<file path="config.mk">
export PLATFORM = sky130hd
export DESIGN_NAME = nib_alu_reg
export DESIGN_NICKNAME = d
export VERILOG_FILES = /design/src/rtl/nib_alu_pkg.sv /design/src/rtl/nib_alu_box.sv /design/src/rtl/nib_alu_flags.sv /design/src/rtl/nib_alu_core.sv /design/src/rtl/nib_alu_reg.sv
export SDC_FILE = /design/constraint.sdc
export NUM_CORES = 1
export LEC_CHECK = 0
export BUFFER_PORTS_ARGS = -buffer_cell sky130_fd_sc_hd__buf_2
export CAP_MARGIN = 20
export CORE_AREA = 4 4 51 62
export CTS_CLUSTER_DIAMETER = 60
export DETAILED_ROUTE_END_ITERATION = 8
export DIE_AREA = 0 0 55 66
export PLACE_DENSITY = 0.73
export REMOVE_ABC_BUFFERS = 1
export SETUP_SLACK_MARGIN = 0.4
export SLEW_MARGIN = 20
export SYNTH_ARGS = -nofsm -noshare
export SYNTH_HDL_FRONTEND = slang
export SYNTH_HIERARCHICAL = 1
export SYNTH_SLANG_ARGS = --single-unit
</file>
<file path="constraint.sdc">
create_clock -name clk -period 3.5 [get_ports clk]
set_clock_uncertainty 0.05 [all_clocks]
set_input_delay 0.7 -clock clk [delete_from_list [all_inputs] [get_ports clk]]
set_output_delay 0.7 -clock clk [all_outputs]
set_load 0.01 [all_outputs]
</file>
<file path="src/rtl/nib_alu_pkg.sv">
package nib_alu_pkg;

    localparam int NIB_W = 4;
    localparam int SEL_W = 3;
    localparam int CC_W  = 2;
    localparam int NIB_N = 1 << NIB_W;

    typedef logic [NIB_W-1:0] nib_t;

    typedef enum logic [SEL_W-1:0] {
        OP_ADD  = 3'd0,
        OP_SUB  = 3'd1,
        OP_SHL  = 3'd2,
        OP_SHR  = 3'd3,
        OP_XOR  = 3'd4,
        OP_PASS = 3'd5,
        OP_SUBF = 3'd6,
        OP_SUBI = 3'd7
    } op_e;

    typedef struct packed {
        logic neg;
        logic zero;
    } flags_t;

    typedef struct packed {
        nib_t   value;
        flags_t flags;
    } result_t;

    function automatic nib_t box_fwd(input nib_t x);
        nib_t y;
        case (x)
            4'h0: y = 4'h9;
            4'h1: y = 4'h4;
            4'h2: y = 4'hA;
            4'h3: y = 4'hB;
            4'h4: y = 4'hD;
            4'h5: y = 4'h1;
            4'h6: y = 4'h8;
            4'h7: y = 4'h5;
            4'h8: y = 4'h6;
            4'h9: y = 4'h2;
            4'hA: y = 4'h0;
            4'hB: y = 4'h3;
            4'hC: y = 4'hC;
            4'hD: y = 4'hE;
            4'hE: y = 4'hF;
            default: y = 4'h7;
        endcase
        return y;
    endfunction

    // Inverse derived by searching the forward map, so the two cannot drift apart.
    function automatic nib_t box_inv(input nib_t x);
        nib_t y;
        y = '0;
        for (int k = 0; k < NIB_N; k++) begin
            if (box_fwd(nib_t'(k)) == x) y = nib_t'(k);
        end
        return y;
    endfunction

endpackage

</file>
<file path="src/rtl/nib_alu_box.sv">
module nib_alu_box
    import nib_alu_pkg::*;
#(
    parameter bit INVERSE = 1'b0
) (
    input  nib_t din,
    output nib_t dout
);
    generate
        if (INVERSE) begin : g_inv
            assign dout = box_inv(din);
        end else begin : g_fwd
            assign dout = box_fwd(din);
        end
    endgenerate
endmodule

</file>
<file path="src/rtl/nib_alu_flags.sv">
module nib_alu_flags
    import nib_alu_pkg::*;
(
    input  nib_t   value,
    output flags_t flags
);
    always_comb begin
        flags.zero = (value == '0);
        flags.neg  = value[NIB_W-1];
    end
endmodule

</file>
<file path="src/rtl/nib_alu_core.sv">
module nib_alu_core
    import nib_alu_pkg::*;
(
    input  nib_t                a,
    input  nib_t                b,
    input  logic [SEL_W-1:0]    sel,
    output result_t             out
);
    nib_t   fwd_q;
    nib_t   inv_q;
    nib_t   value;
    flags_t flags;
    op_e    op;

    assign op = op_e'(sel);

    nib_alu_box #(.INVERSE(1'b0)) i_fwd (.din(a), .dout(fwd_q));
    nib_alu_box #(.INVERSE(1'b1)) i_inv (.din(a), .dout(inv_q));

    always_comb begin
        case (op)
            OP_ADD:  value = a + b;
            OP_SUB:  value = a - b;
            OP_SHL:  value = {a[NIB_W-2:0], 1'b0};
            OP_SHR:  value = {1'b0, a[NIB_W-1:1]};
            OP_XOR:  value = a ^ b;
            OP_PASS: value = a;
            OP_SUBF: value = fwd_q;
            default: value = inv_q;
        endcase
    end

    nib_alu_flags i_flags (.value(value), .flags(flags));

    assign out = '{value: value, flags: flags};
endmodule

</file>
<file path="src/rtl/nib_alu_reg.sv">
module nib_alu_reg
    import nib_alu_pkg::*;
(
    input  logic             clk,
    input  logic             rst,
    input  logic             in_valid,
    input  logic [NIB_W-1:0] op_a,
    input  logic [NIB_W-1:0] op_b,
    input  logic [SEL_W-1:0] op_sel,
    output logic             out_valid,
    output logic [NIB_W-1:0] res,
    output logic [CC_W-1:0]  cc
);
    result_t comb_r;
    result_t held_r;

    nib_alu_core i_core (.a(op_a), .b(op_b), .sel(op_sel), .out(comb_r));

    always_ff @(posedge clk) begin
        if (rst) begin
            held_r    <= '0;
            out_valid <= 1'b0;
        end else begin
            out_valid <= in_valid;
            if (in_valid) held_r <= comb_r;
        end
    end

    assign res = held_r.value;
    assign cc  = {held_r.flags.neg, held_r.flags.zero};
endmodule

</file>
**Word-level counts from Yosys, hierarchy flattened**

Memory sizes are Yosys's and may differ from the RTL's.
Cells that the tools add are included.

- Memories: 1
- Output and inout bits: 7
- Memory bits (read-only): 64
- Logic and storage cells: 47
- Flip-flop bits (word level): 7
- Input bits: 14

Memory list:

| name | words | bits a word | rd ports | clocked after Yosys merged registers in | write ports | line | source |
|---|---|---|---|---|---|---|---|
| (no name shown) | 16 | 4 | 1 | 0 | 0 | nib_alu_pkg.sv:33 | `case (x)` |

- Mux-type cells: 16
- Add/subtract/negate cells: 2
- Bitwise gates (word level): 1
- Reductions and logical operators: 3
- Eq/ne operators: 20

Operators with widths:

| cell | count |
|---|---|
| 4-bit 2-to-1 mux | 14 |
| 4-bit equality test (first input constant) | 7 |
| 4-bit case mux with 7 select lines | 1 |
| 3-bit by 4-bit equality test with 1-bit output (first input constant) | 4 |
| 3-bit equality test (second input constant) | 3 |
| 2-bit by 4-bit equality test with 1-bit output (first input constant) | 2 |
| 4-bit logical NOT | 2 |
| 3-bit by 2-bit equality test with 1-bit output (second input constant) | 2 |
| 4-bit adder | 1 |
| 1-bit by 4-bit equality test with 1-bit output (first input constant) | 1 |
| 4-bit subtractor | 1 |
| 4-bit XOR | 1 |
| 3-bit by 1-bit equality test with 1-bit output (second input constant) | 1 |
| 3-bit logical NOT | 1 |
| 1-bit 2-to-1 mux | 1 |

**Depth between registers and ports, before layout**

- Depth after elaboration: 18
- Mapped depth: 12
- Mapped depth without buffers: 12

**By module**

Netlist, hierarchy kept.

Modules (own cells, without submodules):

| module | sequential area each (µm²) | area each (µm²) | times used | cells an instance |
|---|---|---|---|---|
| nib_alu_core | 0.0 | 486.7 | 1 | 61 |
| nib_alu_reg | 140.1 | 240.2 | 1 | 21 |
| nib_alu_box at i_core.i_fwd | 0.0 | 209.0 | 1 | 25 |
| nib_alu_box at i_core.i_inv | 0.0 | 85.1 | 1 | 15 |
| nib_alu_flags | 0.0 | 20.0 | 1 | 2 |

**Worst setup path after synthesis**

No wires, ideal clock.

- Path type: input port to flip-flop
- Start: input op_sel[0]
- End: register held_r, in the netlist cc[0]
- Library setup time: 0.114 ns
- Setup slack: 0.526 ns
- Arrival time: 2.809 ns
- Path buffers: 1
- Stages on the path: 12
- Path through: buf_6 > nor3b_2 > mux2_2 > inv_1 > ha_1 > nor2b_1 > o21a_1 > or4_1 > o211ai_2 > nor4_2 > mux2i_1 > nor2_1

RTL lines:

| element | line | source |
|---|---|---|
| start: declaration | nib_alu_reg.sv:9 | `input logic [SEL_W-1:0] op_sel,` |
| end signal: assignment | nib_alu_reg.sv:25 | `if (in_valid) held_r <= comb_r;` |
| end: declaration | nib_alu_reg.sv:15 | `result_t held_r;` |

==> results.yml <==
outcome:
  outcome: "completed"
place:
  gp_congestion: 0.794
  dp.cells: 170
  hpwl_um: 1820
  portBuffers: 20
cts:
  cts-root-buf: "clkbuf_4"
  path_clk_slew_ns: 0.05
  clk_path_buf_depth: 2
  numClockSinks: 7
  postCtsSetupRepairBufs: 0
  htreeDepth: 1
  cts_tree: "done"
  cts_hold_buffers: 0
  numCtsBuffers: 3
  worstSkewPairLatency_ns: 0.25
  cts_resized: 0
cells_and_area:
  fin_cells: 174
  drive_gt1_share_pct: 23.4
  postLayoutCoreUtil_pct: 45.6
  fin_nets: 168
  seq_area_um2: 140
  fill_cells: 263
  multiInputGateArea_um2: 801
  antenna_cells: 0
  area_delta_synth_final_pct: 10.7
timing:
  rsz0062_at_grt: "false"
  max_freq_mhz: 339
  min_period_over_period_pct: 84.3
  fin_crit_ns: 2.95
  setup_viol: 0
  drv_slew: 0
  maxSlewHeadroom_pct: 77.1
  max_slew.worst_pin.slew_ns: 0.344
  hold_violations: 0
  fin_tns_setup_ns: 0
floorplan:
  die_h_um: 66
  initial_core_util_pct: 41.2
  core_um2: 2530
  die_x_um: 55
  num_rows: 20
  die_area_um2: 3630
  ios: 21
route:
  drcViolationCount: 0
  viasPerCell: 5.42
  ant_nets: 0
  drtPass1Iterations: 4
  drt_wl_total_um: 2280
  num_vias: 943
  drt_iter0_drc: 13
  routedWlPerCell_um: 13.1
synth:
  ys_seq_elements: 7
  synth.yosys.warnings: 6
  syn_inst: 124
  seq_area_frac_synth_pct: 13.5
  synth.distinct_cells: 46
  syn_avg_cell_area_um2: 8.40
  synth-main-ff-cell: "dfxtp_1"
  syn_area_um2: 1040
  synth_edf_count: 0
  synthArstFlopShare_pct: 0
min_path:
  hold_path.class: "flip-flop to flip-flop"
critical_path:
  cp-endpoint: "cc[0]$_SDFFE_PP0P_"
  critPathLaunchType: "input port"
  worstSetupEndpointType: "flip-flop"
  worstSetupPathType: "input port to flip-flop"
  r2r_cells: 2
  crit_start: "op_sel[2]"
  reg2reg_from: "cc[1]$_SDFFE_PP0P_"
  required_ns: 3.59
  arrival_ns: 3.05
  critPathMaxFanout: 17
  r2r_slack_ns: 2.84
  timing.rr.end: "cc[1]$_SDFFE_PP0P_"
power_and_ir_drop:
  p_per_area_nw_per_um2: 257
  total_leakage_power_nw: 0.543
  irDropWorstVdd_mv: 0.131
  finalPower_uw: 296
global_routing:
  track_usage_pct: 13.4
  antenna_found_initial: 0
  grt_pass1_wl_um: 3690
  grt_pass1_vias: 920
  grt_max_degree: 22
  overflow: 0
flow_run:
  cap_violations: 0
-- layout make-up --
class,instances,share of cell area [%]
inverters,11,3.58
multi-input cells,99,69.5
clock buffers,4,2.28
flip-flops and latches,7,12.2
repair buffers,20,8.90
well taps,33,3.58
-- sequential cells by signal, indices dropped and copies added, names as in the netlist --
name       flops
cc             2
res            4
out_valid      1
-- report_power, final --
part	internal [mW]	total, mW	switching, mW
sequential	0.0862	0.0890	0.00283
clock	0.0435	0.0725	0.0291
combinational	0.0610	0.135	0.0737
total	0.191	0.296	0.106
-- cells by family after synthesis --
group,after synthesis,synth area share (%)
flip-flops,7,13.5
multiplexers,11,13.2
XOR/XNOR,5,4.21
AO/OA/AOI/OAI,31,21.4
adder cells (fa/ha/maj),12,15.1
AND/OR/NAND/NOR,40,22.4
buffers and inverters,18,10.2
-- Yosys cell counts, drive strengths merged, types with 2 or more instances --
cell type / n / area (µm²)
o21a: 5 / 37.5
buf: 6 / 60.1
nor2b: 6 / 37.5
nor3b: 2 / 20.0
inv: 11 / 41.3
nand2: 6 / 22.5
o211ai: 2 / 20.0
ha: 11 / 138
a21oi: 3 / 15.0
nand2b: 2 / 12.5
mux4: 2 / 45.0
a31oi: 2 / 12.5
mux2: 2 / 22.5
nor3: 5 / 25.0
nor2: 11 / 41.3
or2: 2 / 12.5
xor2: 2 / 17.5
xnor2: 3 / 26.3
a21boi: 2 / 15.0
mux2i: 7 / 70.1
dfxtp: 7 / 140
o21ai: 8 / 40.0
-- cell usage in the layout (no fill, tap or decap), types with 2 or more instances in the layout --
cell type / netlist / routed
xor2_1: 2 / 2
dfxtp_1: 7 / 7
nor3_1: 5 / 5
nand2b_1: 2 / 2
buf_2: 0 / 19
ha_1: 11 / 11
a31oi_1: 2 / 2
mux4_2: 2 / 2
nor2_1: 11 / 11
o21a_1: 5 / 5
clkbuf_4: 0 / 4
inv_1: 10 / 10
mux2_2: 2 / 2
o21ai_1: 2 / 2
a21oi_1: 3 / 3
nand2_1: 6 / 6
o21ai_0: 6 / 6
mux2i_1: 7 / 7
xnor2_1: 3 / 3
nor2b_1: 6 / 6
-- critical path, stage by stage --
cell and delay (ns):
buf_2 0.20, nor3b_4 0.26, mux2_2 0.39, inv_1 0.07, ha_1 0.22, nor2b_1 0.13, o21a_1 0.17, or4_1 0.41
o211ai_2 0.22, nor4_2 0.07, mux2i_1 0.14, nor2_1 0.05
-- per-stage QoR --
step	setup slack, ns	hold slack, ns	area, µm²
6_report	0.548	0.444	1150
5_1_grt	0.407	0.473	1150
4_1_cts	0.512	0.449	1140
3_5_place_dp	0.246	0.431	1120
3_3_place_gp	0.338	0.421	1120
2_1_floorplan	0.636	0.478	976
-- metal layers --
layer / GRT usage [%] / vias up / wire length, µm
li1: - / 475 / -
met1: 13.1 / 444 / 857
met2: 27.2 / 22 / 1310
met3: 0.903 / 2 / 96
met4: 4.56 / 0 / 13
met5: 0 / - / 0
-- worst min-delay path by stage --
stage / slack (ns) / end / cells past startpoint / start
after CTS: 0.45 / res[1]$_SDFFE_PP0P_ / 2 / res[1]$_SDFFE_PP0P_
after floorplan: 0.48 / cc[0]$_SDFFE_PP0P_ / 2 / cc[0]$_SDFFE_PP0P_
final: 0.44 / res[1]$_SDFFE_PP0P_ / 2 / res[1]$_SDFFE_PP0P_
after global routing: 0.47 / res[1]$_SDFFE_PP0P_ / 2 / res[1]$_SDFFE_PP0P_
after global placement: 0.42 / res[2]$_SDFFE_PP0P_ / 2 / res[2]$_SDFFE_PP0P_
after detailed placement: 0.43 / cc[1]$_SDFFE_PP0P_ / 2 / cc[1]$_SDFFE_PP0P_
Note: power is estimated with default switching activity, not from simulation.
